**config.mk**
```make
export PLATFORM = sky130hd
export DESIGN_NAME = bcd_calendar_core
export DESIGN_NICKNAME = d
export VERILOG_FILES = /design/src/rtl/cal_pkg.sv /design/src/rtl/cal_prescaler.sv /design/src/rtl/cal_counter.sv /design/src/rtl/cal_events.sv /design/src/rtl/bcd_calendar_core.sv
export SDC_FILE = /design/constraint.sdc
export NUM_CORES = 1
export LEC_CHECK = 0
export BUFFER_PORTS_ARGS = -buffer_cell sky130_fd_sc_hd__buf_4
export CORE_MARGIN = 2
export CORE_UTILIZATION = 45
export DETAILED_ROUTE_END_ITERATION = 16
export SLEW_MARGIN = 5
export SYNTH_ARGS = -nofsm -noshare
export SYNTH_HDL_FRONTEND = slang
export SYNTH_HIERARCHICAL = 1
export SYNTH_SLANG_ARGS = --single-unit
```
**constraint.sdc**
```tcl
create_clock -name clk -period 3.7 [get_ports clk]
set_clock_uncertainty 0.1 [all_clocks]
set_input_delay 0.74 -clock clk [delete_from_list [all_inputs] [get_ports clk]]
set_output_delay 0.74 -clock clk [all_outputs]
set_load 0.01 [all_outputs]
```
**src/rtl/cal_pkg.sv**
```systemverilog
package cal_pkg;

  // Field order places seconds in the least significant byte
  typedef struct packed {
    logic [7:0] wday;
    logic [7:0] year;
    logic [7:0] mon;
    logic [7:0] day;
    logic [7:0] hour;
    logic [7:0] min;
    logic [7:0] sec;
  } cal_time_t;

  localparam int unsigned FIELDS = 7;

  function automatic logic [7:0] bcd_next(input logic [7:0] v);
    if (v[3:0] == 4'd9) return {v[7:4] + 4'd1, 4'd0};
    return {v[7:4], v[3:0] + 4'd1};
  endfunction

  function automatic logic [6:0] bcd_bin(input logic [7:0] v);
    return 7'(v[7:4]) * 7'd10 + 7'(v[3:0]);
  endfunction

  function automatic logic [7:0] month_end(input logic [7:0] mon, input logic [7:0] year);
    logic [6:0] y;
    y = bcd_bin(year);
    case (mon)
      8'h02: return (y[1:0] == 2'b00) ? 8'h29 : 8'h28;
      8'h04, 8'h06, 8'h09, 8'h11: return 8'h30;
      default: return 8'h31;
    endcase
  endfunction

endpackage

```
**src/rtl/cal_prescaler.sv**
```systemverilog
module cal_prescaler #(
  parameter int unsigned TICKS_PER_SEC = 32768,
  parameter int unsigned BUSY_TICKS    = 4
) (
  input  logic clk,
  input  logic rst_n,
  input  logic run,
  input  logic tick_en,
  input  logic restart,
  output logic sec_strobe,
  output logic busy
);
  localparam int unsigned CW = (TICKS_PER_SEC > 2) ? $clog2(TICKS_PER_SEC) : 1;
  localparam logic [CW-1:0] LAST      = CW'(TICKS_PER_SEC - 1);
  localparam logic [CW-1:0] BUSY_FROM = CW'(TICKS_PER_SEC - BUSY_TICKS);

  logic [CW-1:0] cnt;

  always_ff @(posedge clk) begin
    if (!rst_n)              cnt <= '0;
    else if (restart)        cnt <= '0;
    else if (run && tick_en) cnt <= (cnt == LAST) ? '0 : cnt + CW'(1);
  end

  assign sec_strobe = run & tick_en & ~restart & (cnt == LAST);
  assign busy       = run & (cnt >= BUSY_FROM);
endmodule

```
**src/rtl/cal_counter.sv**
```systemverilog
module cal_counter
  import cal_pkg::*;
(
  input  logic              clk,
  input  logic              rst_n,
  input  logic              sec_strobe,
  input  logic [FIELDS-1:0] load,
  input  logic [7:0]        load_data,
  output cal_time_t         now,
  output logic [3:0]        roll
);
  localparam cal_time_t RESET_TIME = '{wday: 8'h00, year: 8'h00, mon: 8'h01,
                                       day: 8'h01, hour: 8'h00, min: 8'h00, sec: 8'h00};

  logic [FIELDS-1:0][7:0] regs;
  logic [FIELDS-1:0][7:0] nxt_arr;
  logic [FIELDS-1:0][7:0] rst_arr;
  cal_time_t nxt;
  logic wrap_sec, wrap_min, wrap_hour, wrap_day, wrap_mon;

  assign now     = cal_time_t'(regs);
  assign rst_arr = RESET_TIME;

  assign wrap_sec  = (now.sec == 8'h59);
  assign wrap_min  = wrap_sec & (now.min == 8'h59);
  assign wrap_hour = wrap_min & (now.hour == 8'h23);
  assign wrap_day  = wrap_hour & (now.day == month_end(now.mon, now.year));
  assign wrap_mon  = wrap_day & (now.mon == 8'h12);

  // roll[0] second, [1] minute, [2] hour, [3] day
  assign roll = sec_strobe ? {wrap_hour, wrap_min, wrap_sec, 1'b1} : 4'b0000;

  always_comb begin
    nxt = now;
    if (sec_strobe) begin
      nxt.sec = wrap_sec ? 8'h00 : bcd_next(now.sec);
      if (wrap_sec)  nxt.min  = wrap_min ? 8'h00 : bcd_next(now.min);
      if (wrap_min)  nxt.hour = wrap_hour ? 8'h00 : bcd_next(now.hour);
      if (wrap_hour) begin
        nxt.day  = wrap_day ? 8'h01 : bcd_next(now.day);
        nxt.wday = (now.wday == 8'h06) ? 8'h00 : bcd_next(now.wday);
      end
      if (wrap_day)  nxt.mon  = wrap_mon ? 8'h01 : bcd_next(now.mon);
      if (wrap_mon)  nxt.year = (now.year == 8'h99) ? 8'h00 : bcd_next(now.year);
    end
  end

  assign nxt_arr = nxt;

  for (genvar i = 0; i < FIELDS; i++) begin : g_field
    always_ff @(posedge clk) begin
      if (!rst_n)       regs[i] <= rst_arr[i];
      else if (load[i]) regs[i] <= load_data;
      else              regs[i] <= nxt_arr[i];
    end
  end
endmodule

```
**src/rtl/cal_events.sv**
```systemverilog
module cal_events #(
  parameter int unsigned N = 4
) (
  input  logic         clk,
  input  logic         rst_n,
  input  logic [N-1:0] set,
  input  logic [N-1:0] clr,
  output logic [N-1:0] flags
);
  for (genvar i = 0; i < N; i++) begin : g_flag
    always_ff @(posedge clk) begin
      if (!rst_n) flags[i] <= 1'b0;
      else        flags[i] <= set[i] | (flags[i] & ~clr[i]);
    end
  end
endmodule

```
**src/rtl/bcd_calendar_core.sv**
```systemverilog
module bcd_calendar_core
  import cal_pkg::*;
#(
  parameter int unsigned TICKS_PER_SEC = 32768,
  parameter int unsigned BUSY_TICKS    = 4,
  parameter int unsigned ADDR_W        = 4
) (
  input  logic              clk,
  input  logic              rst_n,
  input  logic              tick_en,
  input  logic              wr_en,
  input  logic [ADDR_W-1:0] wr_addr,
  input  logic [7:0]        wr_data,
  input  logic [ADDR_W-1:0] rd_addr,
  output logic [7:0]        rd_data,
  output logic              busy,
  output logic              irq
);
  localparam logic [ADDR_W-1:0] IDX_SEC  = ADDR_W'(0);
  localparam logic [ADDR_W-1:0] IDX_MIN  = ADDR_W'(1);
  localparam logic [ADDR_W-1:0] IDX_HOUR = ADDR_W'(2);
  localparam logic [ADDR_W-1:0] IDX_DAY  = ADDR_W'(3);
  localparam logic [ADDR_W-1:0] IDX_MON  = ADDR_W'(4);
  localparam logic [ADDR_W-1:0] IDX_YEAR = ADDR_W'(5);
  localparam logic [ADDR_W-1:0] IDX_WDAY = ADDR_W'(6);
  localparam logic [ADDR_W-1:0] IDX_CTRL = ADDR_W'(8);
  localparam logic [ADDR_W-1:0] IDX_STAT = ADDR_W'(9);
  localparam logic [ADDR_W-1:0] IDX_IEN  = ADDR_W'(10);

  logic [FIELDS-1:0] load;
  logic              field_wr;
  logic              sec_strobe;
  logic              run_q, ien_q;
  logic [3:0]        roll, flags, ev_clr;
  cal_time_t         now;

  for (genvar i = 0; i < FIELDS; i++) begin : g_load
    assign load[i] = wr_en & (wr_addr == ADDR_W'(i));
  end
  assign field_wr = |load;

  always_ff @(posedge clk) begin
    if (!rst_n) begin
      run_q <= 1'b0;
      ien_q <= 1'b0;
    end else if (wr_en) begin
      if (wr_addr == IDX_CTRL) run_q <= wr_data[0];
      if (wr_addr == IDX_IEN)  ien_q <= wr_data[0];
    end
  end

  assign ev_clr = (wr_en && wr_addr == IDX_STAT) ? wr_data[5:2] : 4'b0000;

  cal_prescaler #(.TICKS_PER_SEC(TICKS_PER_SEC), .BUSY_TICKS(BUSY_TICKS)) u_presc (
    .clk(clk), .rst_n(rst_n), .run(run_q), .tick_en(tick_en),
    .restart(field_wr), .sec_strobe(sec_strobe), .busy(busy)
  );

  cal_counter u_count (
    .clk(clk), .rst_n(rst_n), .sec_strobe(sec_strobe), .load(load),
    .load_data(wr_data), .now(now), .roll(roll)
  );

  cal_events #(.N(4)) u_events (
    .clk(clk), .rst_n(rst_n), .set(roll), .clr(ev_clr), .flags(flags)
  );

  assign irq = ien_q & flags[0];

  always_comb begin
    case (rd_addr)
      IDX_SEC:  rd_data = now.sec;
      IDX_MIN:  rd_data = now.min;
      IDX_HOUR: rd_data = now.hour;
      IDX_DAY:  rd_data = now.day;
      IDX_MON:  rd_data = now.mon;
      IDX_YEAR: rd_data = now.year;
      IDX_WDAY: rd_data = now.wday;
      IDX_CTRL: rd_data = {7'b0, run_q};
      IDX_STAT: rd_data = {2'b00, flags, run_q, busy};
      IDX_IEN:  rd_data = {7'b0, ien_q};
      default:  rd_data = 8'h00;
    endcase
  end
endmodule

```
==> summary.txt, run 1 <==
Die
  • I/O pins: 30
  • Initial cell density of the core: 0.466
  • # rows: 40
  • Placeable Area: 12,200 sq um
  • Die Ht: around 120 microns
  • Die X: 116 microns
  • Die Footprint: 13,500 sq um

STA
  • Min cycle time layout: 3.43 ns
  • Final setup TNS: 0 ns
  • Slew of the pin with the lowest slew margin: 0.676 ns
  • Relative slew slack: 0.545
  • Final Hold Vio Count: 0
  • Final setup viols: 0
  • RSZ-0062 raised after global routing: false
  • Fin crit share: 0.927
  • Fin. max-slew vios: 0
  • Max Clock Freq: 291 MHz

CTS
  • Clock buffer count from CTS: 9
  • Clock Sink Count: 77
  • H-Tree Depth: 3
  • Setup bufs post-CTS: 0
  • Clock Root Buffer: clkbuf_16
  • CTS tree: done
  • Hold_buf cts: 0
  • CTS resizes: 0
  • Clk buf depth: 2
  • Clock slew at reported path FFs: 0.06 ns
  • Clk_lat worst skew: 0.35 ns

Global route
  • Vias in the first global route: around 5,300
  • GRT Total Usage: 0.279
  • Initial antenna violation count: 0
  • First-pass GRT wire length: approximately 29,000 microns
  • Gr ovfl total: 0
  • Largest net degree at the start of global routing: 40

Placement
  • Final weighted congestion in routability-driven placement: 1.00
  • DP HPWL: 12,900 microns
  • Port bufs: 29
  • Placed instance count: 889

Worst setup path
  • CP max stage delay: 0.56 ns
  • Critical R2R Capture: u_count/now[52]
  • Reg2reg start: u_presc/cnt[4]
  • Worst setup SP type: flop
  • Critical Path Fanout Max: 8
  • Crit path cell chain: nand4_4 -> nor4_1 -> nand3_1 -> nor3_1 -> nand4b_1 -> or4_1 -> inv_2 -> a21oi_1 -> nor2b_1 -> nor2_1 -> a211oi_1
  • CP Capture Type: flop
  • CP max stage cell: or4_1
  • Worst Path Class, Setup: reg -> reg
  • Worst reg2reg setup slack: 0.27 ns
  • Crit path DAT: approximately 3.6 ns
  • FF-to-FF path depth: 11
  • Critical Path RT: 3.86 ns

Detailed routing
  • Routed WL per cell: 20.3 microns
  • Highest metal used: met4
  • Met3 wire length: 1400 microns
  • 1st-iter DRT viols: 548
  • ANT nets after route: 0
  • Vias/cell: 6.34
  • First-pass DRT Iterations: 5
  • Final WL: approximately 18,000 microns
  • DRC: 0
  • WL met2: 8060 microns
  • M1 WL: 8350 microns
  • Vias: 5,734

Hold path
  • WHS Endpoint: u_presc/cnt[14]
  • Hold depth: 2
  • HP Start: u_presc/cnt[14]
  • Hold Path Class: reg -> reg

Power and ir drop
  • Pwr dens: 324 nW/um^2
  • Leak: 0.00226 uW
  • VDD IR max: 0.255 mV
  • Tot Pwr: 2050 uW

Synth
  • Post-synth EDFFs: 0
  • Commonest cells in the synthesized netlist: 77 x dfxtp_1, 67 x nor2_1, 52 x nand2_1, 47 x a21oi_1, 44 x o21ai_0
  • Synthesized Nets: between 700 and 800
  • Synth unique cells: 92
  • Synthesized area per cell: roughly 8 sq um
  • Seq/Total Area, Yosys: 0.272
  • Synth Instances: 715
  • Synth area leader: dfxtp_1
  • Share of flip-flops with an asynchronous set or reset: 0
  • Prevailing post-synth register cell: dfxtp_1
  • Cell with the most instances after synthesis: dfxtp_1
  • YS warnings: 6
  • #FFs+latches synth: 77
  • Mapped cell area: roughly 5700 sq um
  • Synth area leaders: dfxtp_1 27%, ha_1 5.7%, nor2_1 4.4%
  • Yosys top cell area share: 0.272

Flow run
  • Max-Cap Viols: 0

Cells and area
  • P&R area growth vs syn: 11.6%
  • N_diodes: 0
  • Layout cells sized above 1: 0.119
  • Final std cells w/o fill: ~910
  • Filler cell count: 1,223
  • Reg area: between 1500 and 2000 sq um
  • Fin nets: 778
  • Multi-input gate area: 3820 sq um

Run status
  • Status: completed
-- worst max-delay path: cells and delay by family (launching register included) --
kind                   cells  cell delay (ns)
and+or+nand+nor            8             2.22
DFF                        1             0.44
AOI/OAI and AO/OA          2             0.39
buffers and inverters      1             0.17
-- layout by cell type (no fill, tap or decap), drive strengths merged, types with 10 or more instances in the layout --
cell type,count
a21oi,48
nor2b,17
nor4,11
nor3b,12
nand3b,10
nand2b,14
dfxtp,77
nor2,67
ha,26
mux2i,17
nor3,23
xnor2,17
and2,10
nand3,32
buf,39
a31oi,17
nand2,52
inv,34
or4,11
o21ai,46
clkbuf,10
-- metal layers --
metal  global-route usage  vias to the layer above
li1                     -                     2676
met1                0.389                     2765
met2                0.419                      250
met3               0.0664                       43
met4                0.102                        0
met5                    0                        -
-- through the flow --
stage,cell area [sq um],utilization,setup WS [ns],hold WS [ns]
global placement,6000,0.493,0.466,0.377
global route,6320,0.520,0.0960,0.433
CTS,6320,0.520,0.320,0.406
floorplan,5670,-,0.757,0.344
detailed placement,6000,0.493,0.357,0.393
finish,6320,0.520,0.269,0.397
-- logic make-up (layout without fill, tap and decap cells) --
logic type      after synthesis  count (layout)  synth area share
xor+xnor                     20              20            0.0309
flops                        77              77             0.272
simple gates                303             303             0.304
buf+inv                      68              90            0.0536
compound gates              194             194             0.227
mux                          27              27            0.0552
fa+ha+maj                    26              26            0.0574
-- worst max path at each step --
stage	from	to	slack [ns]	depth (start not counted)
final	u_presc/cnt[4]	u_count/now[52]	0.27	11
after CTS	u_presc/cnt[4]	u_count/now[52]	0.32	11
after global routing	u_presc/cnt[4]	u_count/now[52]	0.1	11
after global placement	u_presc/cnt[4]	u_count/now[52]	0.47	11
after floorplan	u_presc/cnt[4]	u_count/now[26]	0.76	12
after detailed placement	u_presc/cnt[4]	u_count/now[52]	0.36	11
-- where the power goes --
| part | switching (uW) | internal, uW |
|---|---|---|
| sequential | 31.1 | 842 |
| clock | 378 | 608 |
| combinational | 117 | 73.9 |
-- flip-flops by register name, summed over array words and instances, names as in the netlist --
| register | cells |
|---|---|
| u_presc/cnt | 15 |
| u_count/now | 56 |
| u_events/flags | 4 |
| run_q | 1 |
| ien_q | 1 |
-- final cells by class --
class	count	share of cell area
clock buffer	10	0.0378
clock inverter	6	0.0137
inverter	35	0.0208
multi-input combinational	570	0.604
sequential	77	0.244
tap	168	0.0332
timing repair buffer	39	0.0463
Power figures use the tool's default switching activity.
==> run 2, diff against run 1 <==
--- a/config.mk
+++ b/config.mk
@@ -6,9 +6,11 @@
 export NUM_CORES = 1
 export LEC_CHECK = 0
 export BUFFER_PORTS_ARGS = -buffer_cell sky130_fd_sc_hd__buf_4
+export CORE_ASPECT_RATIO = 0.9
 export CORE_MARGIN = 2
 export CORE_UTILIZATION = 45
 export DETAILED_ROUTE_END_ITERATION = 16
+export GPL_TIMING_DRIVEN = 0
 export SLEW_MARGIN = 5
 export SYNTH_ARGS = -nofsm -noshare
 export SYNTH_HDL_FRONTEND = slang
==> constraint.sdc (replaced) <==
create_clock -name clk -period 3.7 [get_ports clk]
set_clock_uncertainty 0.1 [all_clocks]
set_input_delay 0.37 -clock clk [delete_from_list [all_inputs] [get_ports clk]]
set_output_delay 0.37 -clock clk [all_outputs]
set_load 0.01 [all_outputs]
==> run 2 against run 1 <==
  * Die area is essentially flat
  * Sequential power shrank 0.5%
  * Clock-buffer cell count unchanged
  * Critical endpoint is now u_count/now[26]
  * Highest routed layer unchanged
==> summary.txt, run 2 (synthesis results as in run 1) <==
Worst setup path
  • Critical Path RT: 3.87 ns
  • Critical Path Fanout Max: 8
  • CP Capture Type: flop
  • Crit path cell chain: nand4_4 -> nor4_1 -> nand3_1 -> nor3_4 -> nand4b_1 -> or4_1 -> inv_2 -> nand2_1 -> inv_2 -> nand4b_1 -> a211o_1 -> a31oi_1
  • Worst Path Class, Setup: reg -> reg
  • Worst setup SP type: flop
  • CP max stage cell: or4_1
  • Crit path DAT: 3.66 ns
  • CP max stage delay: about 0.52 ns

Die
  • Die Ht: 110 microns
  • Die Footprint: 13,500 sq um
  • # rows: 38
  • I/O pins: 30
  • Initial cell density of the core: 0.466
  • Placeable Area: 12,200 sq um
  • Die X: 122 microns

Detailed routing
  • DRC: 0
  • First-pass DRT Iterations: 5
  • 1st-iter DRT viols: 604
  • Routed WL per cell: 21.2 microns
  • Vias/cell: 6.28
  • ANT nets after route: 0
  • Vias: 5,784
  • Final WL: slightly below 20,000 microns

Cells and area
  • Fin nets: approximately 800
  • Commonest cells after routing, fill and taps aside: 77 x dfxtp_1, 67 x nor2_1, 52 x nand2_1
  • N_diodes: 0
  • P&R area growth vs syn: 12.9%
  • Layout cells sized above 1: 0.121
  • Max FFs per register: between 50 and 60
  • Fin util: 0.526
  • Commonest non-fill, non-tap cell in the layout: dfxtp_1
  • Cell area after layout: 6400 sq um

STA
  • Worst setup margin: about 0.21 ns
  • RSZ-0062 raised after global routing: false
  • Final Hold Vio Count: 0
  • Fin. max-slew vios: 0
  • Max Clock Freq: roughly 290 MHz
  • Slew of the pin with the lowest slew margin: 0.844 ns
  • Final setup viols: 0
  • Min cycle time layout: 3.49 ns
  • Relative slew slack: 0.437
  • Fin crit share: 0.944

Global route
  • Gr ovfl total: 0
  • First-pass GRT wire length: 29,900 microns
  • Initial antenna violation count: 0
  • Largest net degree at the start of global routing: 14
  • Vias in the first global route: approximately 5,300
  • GRT Total Usage: 0.290

CTS
  • Clk_lat worst skew: 0.36 ns
  • H-Tree Depth: 3
  • Hold_buf cts: 0
  • Clock Root Buffer: clkbuf_16
  • Clock buffer count from CTS: 9
  • CTS tree: done
  • Clk buf depth: 2
  • Clock slew at reported path FFs: 0.06 ns
  • Clock Sink Count: 77

Hold path
  • Hold Path Class: in -> reg

Run status
  • Status: completed

Placement
  • Final weighted congestion in routability-driven placement: 0.918
  • Cell Area, Placed: 6090 sq um
  • Port bufs: 29
  • Setup WS pre-CTS: -0.100 ns
  • DP HPWL: 14,300 microns

Flow run
  • Max-Cap Viols: 0

Power and ir drop
  • Int Pwr: 1440 uW
  • Clock share of power: 0.451
  • Comb power frac: 0.109
  • NetSw: between 500 and 600 uW
  • VDD IR max: 0.290 mV
  • Pwr dens: 309 nW/um^2
  • Flop pwr share: 0.440
  • Leak: 0.00229 uW
  • Net Sw Frac: 0.269
## run 2: cell types whose count changed in the layout (fill, tap and decap cells not counted), moves of 5 or more
| cell | change |
|---|---|
| clkbuf_1 | +22 |
| buf_4 | -8 |
| buf_2 | +6 |
| buf_6 | +5 |
## run 2: cell type report
cell class,count,area (sq um)
plain buffers,33,173
clock buffers,10,229
clock inverters,6,63.8
fillers,1216,5770
inverters,35,131
multi-input cells,570,3840
flip-flops and latches,77,1540
well taps,160,200
repair buffers,30,225
## run 2: timing repair
item	CTS	global route
resized for setup	1	2
endpoints found under the setup margin	5	7
pin swaps	0	1
buffers inserted	0	1
## run 2: final timing paths
kind	end	depth (start not counted)	slack (ns)	startpoint
setup / recovery	u_count/now[26]	12	0.21	u_presc/cnt[4]
hold / removal	u_events/flags[3]	2	0.24	rst_n
setup reg to reg	u_count/now[26]	12	0.21	u_presc/cnt[4]
hold reg to reg	u_presc/cnt[14]	2	0.41	u_presc/cnt[14]
## run 2: per-stage QoR
stage | cells | hold WS (ns) | TNS [ns] | total power [uW]
floorplan | 715 | 0.344 | 0 | 997
CTS | 920 | 0.237 | 0 | 1990
finish | 921 | 0.242 | 0 | 1980
detailed placement | 904 | 0.388 | -0.191 | 1090
global route | 921 | 0.243 | 0 | 2040
global placement | 904 | 0.364 | -0.0736 | 1090
## run 2: worst max-delay path, delay by kind of cell, from the launching register on
kind            cells  cell delay [ns]
compound gates      2             0.48
flops               1             0.45
simple gates        8             1.98
buf+inv             2             0.38
## run 2: power groups by stage
stage	Sequential (uW)	Combinational [uW]	Clock, uW
after floorplan	874	123	0
after global placement	885	207	0
after detailed placement	886	209	0
after CTS	867	210	910
after global routing	870	228	939
final	869	215	892
## run 2: layer usage
| layer | GRT usage | vias to the layer above | routed length, microns |
|---|---|---|---|
| li1 | - | 2730 | - |
| met1 | 0.406 | 2748 | 8900 |
| met2 | 0.433 | 266 | 8600 |
| met3 | 0.0594 | 40 | 1460 |
| met4 | 0.110 | 0 | 533 |
| met5 | 0 | - | 0 |
==> run 3, diff against run 2 <==
==> constraint.sdc (replaced) <==
create_clock -name clk -period 2.8 [get_ports clk]
set_clock_uncertainty 0.1 [all_clocks]
set_input_delay 0.28 -clock clk [delete_from_list [all_inputs] [get_ports clk]]
set_output_delay 0.28 -clock clk [all_outputs]
set_load 0.01 [all_outputs]
==> run 3 against run 2 <==
  * Via count up 3.2%
  * Worst hold slack worse by 0.096 ns
  * Clock power up 33%
  * The flow now finishes with violations (negative setup slack)
  * Critical path type unchanged
  * Die area unchanged
==> summary.txt, run 3 (synthesis results as in run 1) <==
Global route
  • Largest net degree at the start of global routing: 14
  • GRT Total Usage: 0.297
  • Vias in the first global route: 5,451
  • First-pass GRT wire length: 30,600 microns
  • Gr ovfl total: 0
  • Initial antenna violation count: 0

Detailed routing
  • DRC: 0
  • Routed WL per cell: 21.2 microns
  • Vias/cell: 6.28
  • ANT nets after route: 0
  • Vias: between 5,000 and 6,000
  • Final WL: approximately 20,000 microns
  • 1st-iter DRT viols: approximately 660
  • First-pass DRT Iterations: 5

CTS
  • CTS tree: done
  • Hold_buf cts: 0
  • Clk_lat worst skew: approximately 0.35 ns
  • Clock buffer count from CTS: 9
  • Clock Sink Count: 77
  • Clock slew at reported path FFs: 0.07 ns
  • Clock Root Buffer: clkbuf_16
  • H-Tree Depth: 3
  • Clk buf depth: 2

Cells and area
  • Commonest cells after routing, fill and taps aside: 66 x nor2_1, 62 x dfxtp_1, 59 x buf_4
  • N_diodes: 0
  • Fin nets: 832
  • Max FFs per register: 56
  • P&R area growth vs syn: 21.9%
  • Layout cells sized above 1: 0.222
  • Commonest non-fill, non-tap cell in the layout: nor2_1

Worst setup path
  • Worst reg2reg setup slack: -0.06 ns
  • Worst Path Class, Setup: reg -> reg
  • Worst setup SP type: flop
  • Critical Path RT: 2.92 ns
  • Crit path DAT: 2.98 ns
  • FF-to-FF path depth: 12
  • CP Capture Type: flop
  • Critical Path Fanout Max: 4

STA
  • RSZ-0062 raised after global routing: true
  • Final Hold Vio Count: 0
  • Final setup viols: 6
  • Min cycle time layout: 2.86 ns
  • Fin crit share: 1.02
  • Fin. max-slew vios: 0
  • Hold Slack: 0.146 ns
  • Max Clock Freq: between 300 and 400 MHz
  • Slew of the pin with the lowest slew margin: 0.869 ns
  • Worst setup margin: -0.0571 ns
  • Relative slew slack: 0.421

Power and ir drop
  • Int Pwr: roughly 1900 uW
  • Leak: 0.00254 uW
  • NetSw: 724 uW
  • Tot Pwr: 2640 uW
  • Clock share of power: 0.451
  • Flop pwr share: 0.435
  • Comb power frac: 0.114
  • Pwr dens: 382 nW/um^2
  • Net Sw Frac: 0.275
  • VDD IR max: 0.437 mV

Placement
  • Port bufs: 29
  • DP HPWL: 14,100 microns
  • Final weighted congestion in routability-driven placement: between 0.9 and 1

Run status
  • Status: finished with violations
  • Failing checks: negative setup slack

Die
  • # rows: 38
  • Placeable Area: roughly 12,000 sq um
  • Die Footprint: roughly 14,000 sq um
  • Die Ht: around 110 microns
  • Initial cell density of the core: 0.466
  • Die X: between 100 and 150 microns
  • I/O pins: 30

Hold path
  • Hold Path Class: in -> reg
  • Hold depth: 2

Flow run
  • Max-Cap Viols: 0
-- run 3: layout make-up --
cell class | instances | area, sq um
Fill cell | 1146 | 5260
Clock buffer | 9 | 225
Clock inverter | 6 | 63.8
Buffer | 30 | 169
Sequential cell | 77 | 1570
Multi-Input combinational cell | 570 | 4050
Timing Repair Buffer | 63 | 489
Tap cell | 160 | 200
Inverter | 35 | 139
-- run 3: timing repair --
| action | in CTS | in global routing |
|---|---|---|
| endpoints found under the setup margin | 52 | 40 |
| resized for setup | 44 | 41 |
| gates cloned | 0 | 1 |
| buffers inserted | 17 | 16 |
| pin swaps | 17 | 24 |
-- run 3: path summary, 6_finish.rpt --
kind / from / to
setup / recovery: u_presc/cnt[4] / u_count/now[19]
hold / removal: rst_n / u_events/flags[3]
setup reg to reg: u_presc/cnt[4] / u_count/now[19]
hold reg to reg: u_count/now[23] / u_count/now[23]
-- run 3: through the flow --
step           TNS (ns)  instances  instance area (sq um)  worst slack, ns   util
2_1_floorplan         0        715                   5670          0.00168      -
5_1_grt           -1.65        950                   6910           -0.174  0.568
3_3_place_gp     -17.04        904                   6090           -0.729  0.500
4_1_cts          -0.397        934                   6640          -0.0741  0.546
6_report         -0.206        950                   6910          -0.0571  0.568
3_5_place_dp     -17.92        904                   6090           -0.757  0.500
-- run 3: critical path, cell delays in order, from the launching register on --
cell and delay [ns]:
dfxtp_4 0.36, nand4_4 0.12, nor4_4 0.30, nand3_2 0.15, nor3_4 0.20, nand4b_1 0.16, or4_4 0.59, inv_6 0.11
buf_4 0.14, o2111ai_1 0.13, xnor2_1 0.16, a22oi_1 0.15, nor2_1 0.06
-- run 3: layer usage --
metal / global-route usage / vias to the layer above / share of wire
met5: 0 / - / 0
met4: 0.113 / 0 / 0.033
met3: 0.0661 / 48 / 0.073
met2: 0.436 / 250 / 0.44
met1: 0.419 / 2890 / 0.45
li1: - / 2781 / -
-- run 3: power by group through the flow --
| stage | combinational, uW | sequential, uW | clock, uW |
|---|---|---|---|
| detailed placement | 274 | 1170 | 0 |
| global placement | 269 | 1170 | 0 |
| CTS | 280 | 1140 | 1210 |
| finish | 301 | 1150 | 1190 |
| global route | 319 | 1150 | 1260 |
| floorplan | 163 | 1150 | 0 |
